[config.mk]
export PLATFORM = sky130hd
export DESIGN_NAME = refclk_selector
export DESIGN_NICKNAME = d
export VERILOG_FILES = /design/src/rtl/refsel_pkg.sv /design/src/rtl/refsel_mode_decode.sv /design/src/rtl/refsel_arbiter.sv /design/src/rtl/refclk_selector.sv
export SDC_FILE = /design/constraint.sdc
export NUM_CORES = 1
export LEC_CHECK = 0
export BUFFER_PORTS_ARGS = -buffer_cell sky130_fd_sc_hd__clkbuf_2
export CORE_ASPECT_RATIO = 1.25
export CORE_MARGIN = 2
export CORE_UTILIZATION = 52
export DETAILED_ROUTE_END_ITERATION = 6
export GPL_TIMING_DRIVEN = 0
export MAX_ROUTING_LAYER = met4
export PLACE_DENSITY = 0.84
export SYNTH_ARGS = -nofsm -noshare
export SYNTH_HDL_FRONTEND = slang
export SYNTH_SLANG_ARGS = --single-unit
[constraint.sdc]
create_clock -name clk -period 19.1 [get_ports clk]
set_clock_uncertainty 0.2 [all_clocks]
set_input_delay 3.82 -clock clk [delete_from_list [all_inputs] [get_ports clk]]
set_output_delay 3.82 -clock clk [all_outputs]
set_load 0.02 [all_outputs]
[src/rtl/refsel_pkg.sv]
package refsel_pkg;
  // Mode-code constants; the forced ranges are part of the block's behaviour.
  localparam int MODE_AUTO   = 0;
  localparam int FRC_A_FIRST = 3;   // forces input 1
  localparam int FRC_A_LAST  = 6;   // forces input 4
  localparam int FRC_B_FIRST = 9;   // forces input 5
  localparam int FRC_B_LAST  = 10;  // forces input 6
  localparam int FRC_B_BASE  = 4;   // zero-based index of first input in range B

  typedef enum logic [1:0] {
    KIND_AUTO     = 2'd0,
    KIND_FORCED   = 2'd1,
    KIND_RESERVED = 2'd2
  } sel_kind_t;
endpackage

[src/rtl/refsel_mode_decode.sv]
module refsel_mode_decode
  import refsel_pkg::*;
#(
  parameter int MODE_W     = 4,
  parameter int NUM_INPUTS = 6,
  parameter int IDX_W      = (NUM_INPUTS > 1) ? $clog2(NUM_INPUTS) : 1
) (
  input  logic [MODE_W-1:0] mode_code,
  output sel_kind_t         kind,
  output logic [IDX_W-1:0]  force_idx
);
  int code;
  int target;

  always_comb begin
    code      = int'(mode_code);
    target    = 0;
    kind      = KIND_RESERVED;
    force_idx = '0;
    if (code == MODE_AUTO) begin
      kind = KIND_AUTO;
    end else begin
      if (code >= FRC_A_FIRST && code <= FRC_A_LAST) begin
        target = code - FRC_A_FIRST;
        kind   = KIND_FORCED;
      end else if (code >= FRC_B_FIRST && code <= FRC_B_LAST) begin
        target = code - FRC_B_FIRST + FRC_B_BASE;
        kind   = KIND_FORCED;
      end
      // A forced code naming an input that is not built counts as reserved.
      if (kind == KIND_FORCED && target >= NUM_INPUTS) begin
        kind = KIND_RESERVED;
      end else if (kind == KIND_FORCED) begin
        force_idx = IDX_W'(target);
      end
    end
  end
endmodule

[src/rtl/refsel_arbiter.sv]
module refsel_arbiter #(
  parameter int NUM_INPUTS = 6,
  parameter int PRIO_W     = 4,
  parameter int IDX_W      = (NUM_INPUTS > 1) ? $clog2(NUM_INPUTS) : 1
) (
  input  logic [NUM_INPUTS-1:0]        valid,
  input  logic [NUM_INPUTS-1:0]        disable_n_en,
  input  logic [NUM_INPUTS*PRIO_W-1:0] prio,
  output logic                         found,
  output logic [IDX_W-1:0]             win_idx
);
  logic [NUM_INPUTS-1:0] qual;
  logic [PRIO_W-1:0]     best;

  for (genvar g = 0; g < NUM_INPUTS; g++) begin : g_qual
    assign qual[g] = valid[g] & ~disable_n_en[g] & (prio[g*PRIO_W +: PRIO_W] != '0);
  end

  // Ascending scan with strict compare: lowest value wins, ties go to lower index.
  always_comb begin
    found   = 1'b0;
    win_idx = '0;
    best    = '1;
    for (int i = 0; i < NUM_INPUTS; i++) begin
      if (qual[i] && (!found || prio[i*PRIO_W +: PRIO_W] < best)) begin
        found   = 1'b1;
        win_idx = IDX_W'(i);
        best    = prio[i*PRIO_W +: PRIO_W];
      end
    end
  end
endmodule

[src/rtl/refclk_selector.sv]
module refclk_selector
  import refsel_pkg::*;
#(
  parameter int NUM_INPUTS = 6,
  parameter int PRIO_W     = 4,
  parameter int MODE_W     = 4,
  localparam int IDX_W     = (NUM_INPUTS > 1) ? $clog2(NUM_INPUTS) : 1,
  localparam int PRIO_BUS  = NUM_INPUTS * PRIO_W
) (
  input  logic                  clk,
  input  logic                  rst,
  input  logic [MODE_W-1:0]     mode_code,
  input  logic [NUM_INPUTS-1:0] ref_valid,
  input  logic [NUM_INPUTS-1:0] ref_disable,
  input  logic [PRIO_BUS-1:0]   ref_prio,
  output logic [IDX_W-1:0]      sel_idx,
  output logic                  sel_none,
  output logic                  sel_changed
);
  sel_kind_t        kind;
  logic [IDX_W-1:0] force_idx;
  logic             arb_found;
  logic [IDX_W-1:0] arb_idx;
  logic [IDX_W-1:0] nxt_idx;
  logic             nxt_none;

  refsel_mode_decode #(
    .MODE_W(MODE_W), .NUM_INPUTS(NUM_INPUTS), .IDX_W(IDX_W)
  ) u_dec (
    .mode_code(mode_code), .kind(kind), .force_idx(force_idx)
  );

  refsel_arbiter #(
    .NUM_INPUTS(NUM_INPUTS), .PRIO_W(PRIO_W), .IDX_W(IDX_W)
  ) u_arb (
    .valid(ref_valid), .disable_n_en(ref_disable), .prio(ref_prio),
    .found(arb_found), .win_idx(arb_idx)
  );

  always_comb begin
    unique case (kind)
      KIND_FORCED: begin nxt_idx = force_idx; nxt_none = 1'b0; end
      KIND_AUTO: begin
        nxt_idx  = arb_found ? arb_idx : '0;
        nxt_none = ~arb_found;
      end
      default: begin nxt_idx = '0; nxt_none = 1'b1; end
    endcase
  end

  always_ff @(posedge clk) begin
    if (rst) begin
      sel_idx     <= '0;
      sel_none    <= 1'b1;
      sel_changed <= 1'b0;
    end else begin
      sel_idx     <= nxt_idx;
      sel_none    <= nxt_none;
      sel_changed <= (nxt_idx != sel_idx) || (nxt_none != sel_none);
    end
  end

  // Assertions
  AST_FORCE_FIRST: assert property (@(posedge clk) disable iff (rst)
    (int'(mode_code) == FRC_A_FIRST) |=> (sel_idx == '0 && !sel_none));
  AST_FORCE_NEVER_NONE: assert property (@(posedge clk) disable iff (rst)
    (kind == KIND_FORCED) |=> !sel_none);
  AST_RESERVED_EMPTY: assert property (@(posedge clk) disable iff (rst)
    (kind == KIND_RESERVED) |=> (sel_none && sel_idx == '0));
  AST_WINNER_QUALIFIED: assert property (@(posedge clk) disable iff (rst)
    arb_found |-> (ref_valid[arb_idx] && !ref_disable[arb_idx]
                   && ref_prio[arb_idx*PRIO_W +: PRIO_W] != '0));
  AST_ALL_DISABLED: assert property (@(posedge clk) disable iff (rst)
    (kind == KIND_AUTO && &ref_disable) |=> sel_none);
  AST_STROBE_MATCH: assert property (@(posedge clk) disable iff (rst)
    sel_changed == ((sel_idx != $past(sel_idx)) || (sel_none != $past(sel_none))));
  AST_IDX_RANGE: assert property (@(posedge clk) disable iff (rst)
    int'(sel_idx) < NUM_INPUTS);
endmodule

# Yosys cells after proc, flatten, opt, wreduce, memory -nomap -nowiden
# Index checks and enable logic that the tools add are counted.
# word_totals
ff_bits	5
input_bits	42
output_inout_bits	5
elab_cells	96
# classes
add_sub_neg	3
order_cmp	10
n_eq_ne	4
n_mux	30
bitwise	19
reduce_logical	27
# ops
operator	n
$mux 32	3
$add 32x4->32 const B	1
$ge 32x4->1 const B	1
$reduce_bool 4->1	6
$lt 4x4->1	5
$mux 4	5
$mux 3	6
$mux 2	7
$and 1x1->1	12
$logic_and 1x1->1	8
$mux 1	7
$not 1->1	7
$logic_or 1x1->1	6
$pmux 3 s2	1
$logic_not 1->1	5
$sub 4x2->5 const B	1
$sub 4x4->5 const B	1
$eq 2x1->1 const B	2
$ge 4x2->1 const B	1
$ge 4x4->1 const B	1
$le 4x3->1 const B	1
$le 4x4->1 const B	1
$logic_not 4->1	1
$ne 3x3->1	1
3 further kinds	3

# Depth between registers and ports, before layout
# logic_depth
depth_word	28
mapped_depth	42
depth_no_buf	42

# By module
# From an unflattened synthesis, not the netlist that was laid out.
# hier_totals
hier_cells	224
area_unflattened_um2	1742.9
# by_module_without_submodules
mod	n_inst	cells_per_inst	area_each_um2	seq_area_each_um2
refsel_arbiter	1	152	1164.9	0.0
refsel_mode_decode	1	46	332.8	0.0
refclk_selector	1	26	245.2	100.1

# Worst setup path before layout
# Ideal clock, no wire load.
# synth_path
path_kind	input to register
start	in ref_prio[2]
end	reg sel_changed
setup_ns	0.133
t_arrival_ns	10.858
setup_slack_ns	7.909
cell_stages	41
n_path_buf	0
cell_sequence	or4_4 > nand2_1 > nor2_1 > ha_1 > nand2_1 > nor4_1 > or3_2 > o21ai_2 > nand2_1 > o21ai_0 > inv_1 > ha_1 > and2_2 > a311oi_1 > o41a_1 > nand2_1 > o21ai_0 > inv_1 > [5 not listed] > mux2i_1 > ha_1 > a21o_1 > a21oi_1 > and2_1 > or2_2 > a32o_2 > nor2_1 > a21oi_1 > ha_1 > o21a_1 > o22ai_1 > o2111a_1 > or2_2 > a31oi_1 > o211ai_1 > a21oi_1 > a41oi_2
# synth_via
elab_chain_cells	27
elab_cells_between_ends	45
# synth_lines
item	line	text
from (decl)	refclk_selector.sv:15	input logic [PRIO_BUS-1:0] ref_prio,
$reduce_bool 4->1	refsel_arbiter.sv:16	assign qual[g] = valid[g] & ~disable_n_en[g] & (prio[g*PRIO_W +: PRIO_W] != '0);
$and 1x1->1	refsel_arbiter.sv:16	
$mux 4 or $mux 1 (tied branches)	refsel_arbiter.sv:25	if (qual[i] && (!found || prio[i*PRIO_W +: PRIO_W] < best)) begin
$lt 4x4->1 or $logic_not 1->1 (tied branches)	refsel_arbiter.sv:25	
$logic_or 1x1->1	refsel_arbiter.sv:25	
$logic_and 1x1->1	refsel_arbiter.sv:25	
$mux 4 or $mux 1 (tied branches)	refsel_arbiter.sv:25	
$lt 4x4->1 or $logic_not 1->1 (tied branches)	refsel_arbiter.sv:25	
[11 not listed]	-	
$lt 4x4->1 or $logic_not 1->1 (tied branches)	refsel_arbiter.sv:25	
$logic_or 1x1->1	refsel_arbiter.sv:25	
$logic_and 1x1->1	refsel_arbiter.sv:25	
$mux 3 or $mux 1 (tied branches)	refsel_arbiter.sv:25	
$mux 3 or $not 1->1 (tied branches)	refclk_selector.sv:44, refclk_selector.sv:45	
$pmux 3 s2 or $pmux 1 s2 (tied branches)	refclk_selector.sv:41	unique case (kind)
$ne 3x3->1 or $ne 1x1->1 (tied branches)	refclk_selector.sv:59	sel_changed <= (nxt_idx != sel_idx) || (nxt_none != sel_none);
$logic_or 1x1->1 *	refclk_selector.sv:59	
to (signal assigned)	refclk_selector.sv:59	
to (decl)	refclk_selector.sv:18	output logic sel_changed
# Mark *: on every way between the ends. The rest lies on a longest branch, timed or not.
# A chain may end at the register's enable or synchronous reset.

# Worst setup path after layout
# Same ends and word-level chain as after synthesis.

==> metrics.txt <==
WP data required 19020 ps; fin. max-slew vios 0; IO buf count 44; initial antenna violation count 0; CP max stage cell or4_4; CP arrival 11990 ps; postcts setup bufs 0; # hold bufs at CTS 0; drt pass-1 iters 5; Max-Slew Margin vs Limit 42.6%; final hold vios 0; Power Density 38.3 nW/µm²; fill count slightly below 300; Final ANT Viol Nets 0; Clock Tree Root clkbuf_4; leakage power 0.876 nW; synth top area cells ha_1 14%, dfxtp_1 6.1%, mux2i_1 4.9%, nand2_1 4.8%, a21oi_1 4.6%; CP Class in2reg; Worst-path clk slew approximately 40 ps; clk_lat worst skew 250 ps; Final min period 12070 ps; area grow syn2layout 17.9%; I/O pin cnt 47; synthesized cell area 1630 µm²; Num CTS Buffers 3; die area 3610 µm²; CTS tree yes; share of cells above drive strength 1 24.3%; number of remaining DRC errors 0; worst-case clock buffer depth 2; dpl cells 308; core footprint 2970 µm²; ant diodes 0; final cell count without fillers ~310; H-tree depth 1; status completed; pin count of the biggest net entering global routing 10; RSZ-0062 raised after global routing false; synthesis-stage register bit count 5; Post-synth EDFFs 0; Placed Area ~1900 µm²; final setup violation count 0; Max stage delay on crit path slightly below 600 ps; crit path launch type input pin; Die Ht 66.7 µm; Routed WL per cell 13.5 µm; gpl congestion 0.849; IR drop worst, VDD 0.0313 mV; top_reg_cell synth dfxtp_1; post-synthesis cell type count 64; Post-Syn Nets roughly 290; post-route cell area 1920 µm²; final critical-path share of the clock period 63.2%; vias in the first global route roughly 1700; Crit. End Element flop; register area share after synthesis 6.13%; setup_tns 0 ps; Site Rows 22; top cell family by delay on the critical path compound AO/OA/AOI/OAI gates; 1st-iter DRT viols between 40 and 50; mean area per synthesized cell between 7 and 8 µm²; Worst path depth 40; die width 54.1 µm; Least-Margin Pin Slew 850 ps; YS warnings 0; ys async rst share 0%; most common cell in the synthesized netlist nand2_1; worst min path class reg2reg; Worst Hold Path Cells 2; CP bufs+invs 3; post-cts resize count 0; Post-DP HPWL 3540 µm; Post-Syn Instances 228; WHS 364 ps; first-pass GRT wire length 6790 µm; R2R cell count 4; Total Nets Final around 340; Max FO, Critical Path 8; Max Cap Viol 0; biggest area consumer among synthesized cells ha_1; Starting Density 54.9%; GRT Overall Usage between 20% and 30%; GR Overflow Total 0; clk sinks 5; vias per inst 6.26; Peak Freq 82.9 MHz; WL final 4210 µm; Vias 1953; top cells by count, synth 21 x nand2_1, 18 x ha_1, 17 x nor2_1, 15 x a21oi_1, 14 x inv_1; Synth top area share around 14%
## cell usage in the layout (no fill, tap or decap), types with 2 or more instances in the layout
cell / synthesis / layout
nor2_1: 17 / 17
inv_1: 14 / 14
clkbuf_2: 0 / 44
nand3b_1: 3 / 3
clkbuf_4: 0 / 3
dfxtp_1: 5 / 5
nor4b_1: 2 / 2
nand2b_1: 5 / 5
a21boi_0: 3 / 3
xnor2_1: 2 / 2
a211oi_1: 3 / 3
ha_1: 18 / 18
or4_1: 4 / 4
o211a_1: 2 / 2
o22ai_1: 3 / 3
or3_1: 3 / 3
xor2_1: 2 / 2
clkbuf_1: 2 / 3
nor2b_1: 3 / 3
nand3_1: 7 / 7
o21a_1: 4 / 4
and2_1: 5 / 5
nor3b_1: 5 / 5
or3_2: 5 / 5
nor4_1: 6 / 6
a21o_1: 2 / 2
o2111ai_1: 2 / 2
and2_2: 2 / 2
a21oi_1: 15 / 15
mux2i_1: 8 / 8
nand2_1: 21 / 21
o211ai_1: 5 / 5
o21ai_0: 8 / 8
nor3_1: 6 / 6
or2_2: 4 / 4
a211o_1: 2 / 2
## final cells by class
cell class	count	area, µm²	share of cell area (%)
multi-input cells	207	1470	76.5
inverters	14	52.6	2.73
clock buffers	4	26.3	1.37
flip-flops and latches	5	100	5.20
well taps	36	45.0	2.34
plain buffers	2	7.51	0.390
repair buffers	44	220	11.4
## path summary, 6_finish.rpt
path,from,to,slack (ps)
min reg2reg,sel_idx[0],sel_changed,360
max reg2reg,sel_idx[2],sel_changed,17830
min,sel_idx[0],sel_changed,360
max,ref_prio[2],sel_changed,7030
## sequential cells by signal, summed over array words and instances (netlist names)
signal / cells
sel_changed: 1
sel_idx: 3
sel_none: 1
## through the flow
step | power [mW] | setup WS [ps] | utilization [%]
finish | 0.0738 | 7030 | 64.7
global route | 0.0810 | 6370 | 64.7
CTS | 0.0741 | 7080 | 64.7
detailed placement | 0.0613 | 6830 | 63.8
global placement | 0.0596 | 7010 | 63.8
floorplan | 0.0468 | 7910 | -
## logic make-up after synthesis
logic type / count (synthesis) / synth area share [%]
buffers and inverters: 16 / 3.68
DFF: 5 / 6.13
muxes: 8 / 4.90
and+or+nand+nor: 104 / 35.6
AOI/OAI and AO/OA: 72 / 33.2
xor gates and xnor gates: 4 / 2.15
adders and majority gates: 19 / 14.4
## where the power goes
group          switching (mW)  total (mW)  internal, mW  leakage, nW
Clock                 0.00444      0.0123       0.00790       0.0150
Sequential           0.000466      0.0117        0.0113       0.0410
Combinational          0.0279      0.0497        0.0218        0.820
## worst min-delay path: stages, from the launching register on
cell     delay [ps]
dfxtp_1         330
xor2_1           80
a41oi_2         120
## routing by layer
| layer | routed length [µm] | share of wire (%) | track usage (%) |
|---|---|---|---|
| met2 | 2320 | 55 | 49.1 |
| met1 | 1730 | 41 | 24.9 |
| met5 | 0 | 0 | - |
| met3 | 108 | 2.6 | 1.57 |
| met4 | 46 | 1.1 | 6.25 |
(Power assumes the default switching activity.)
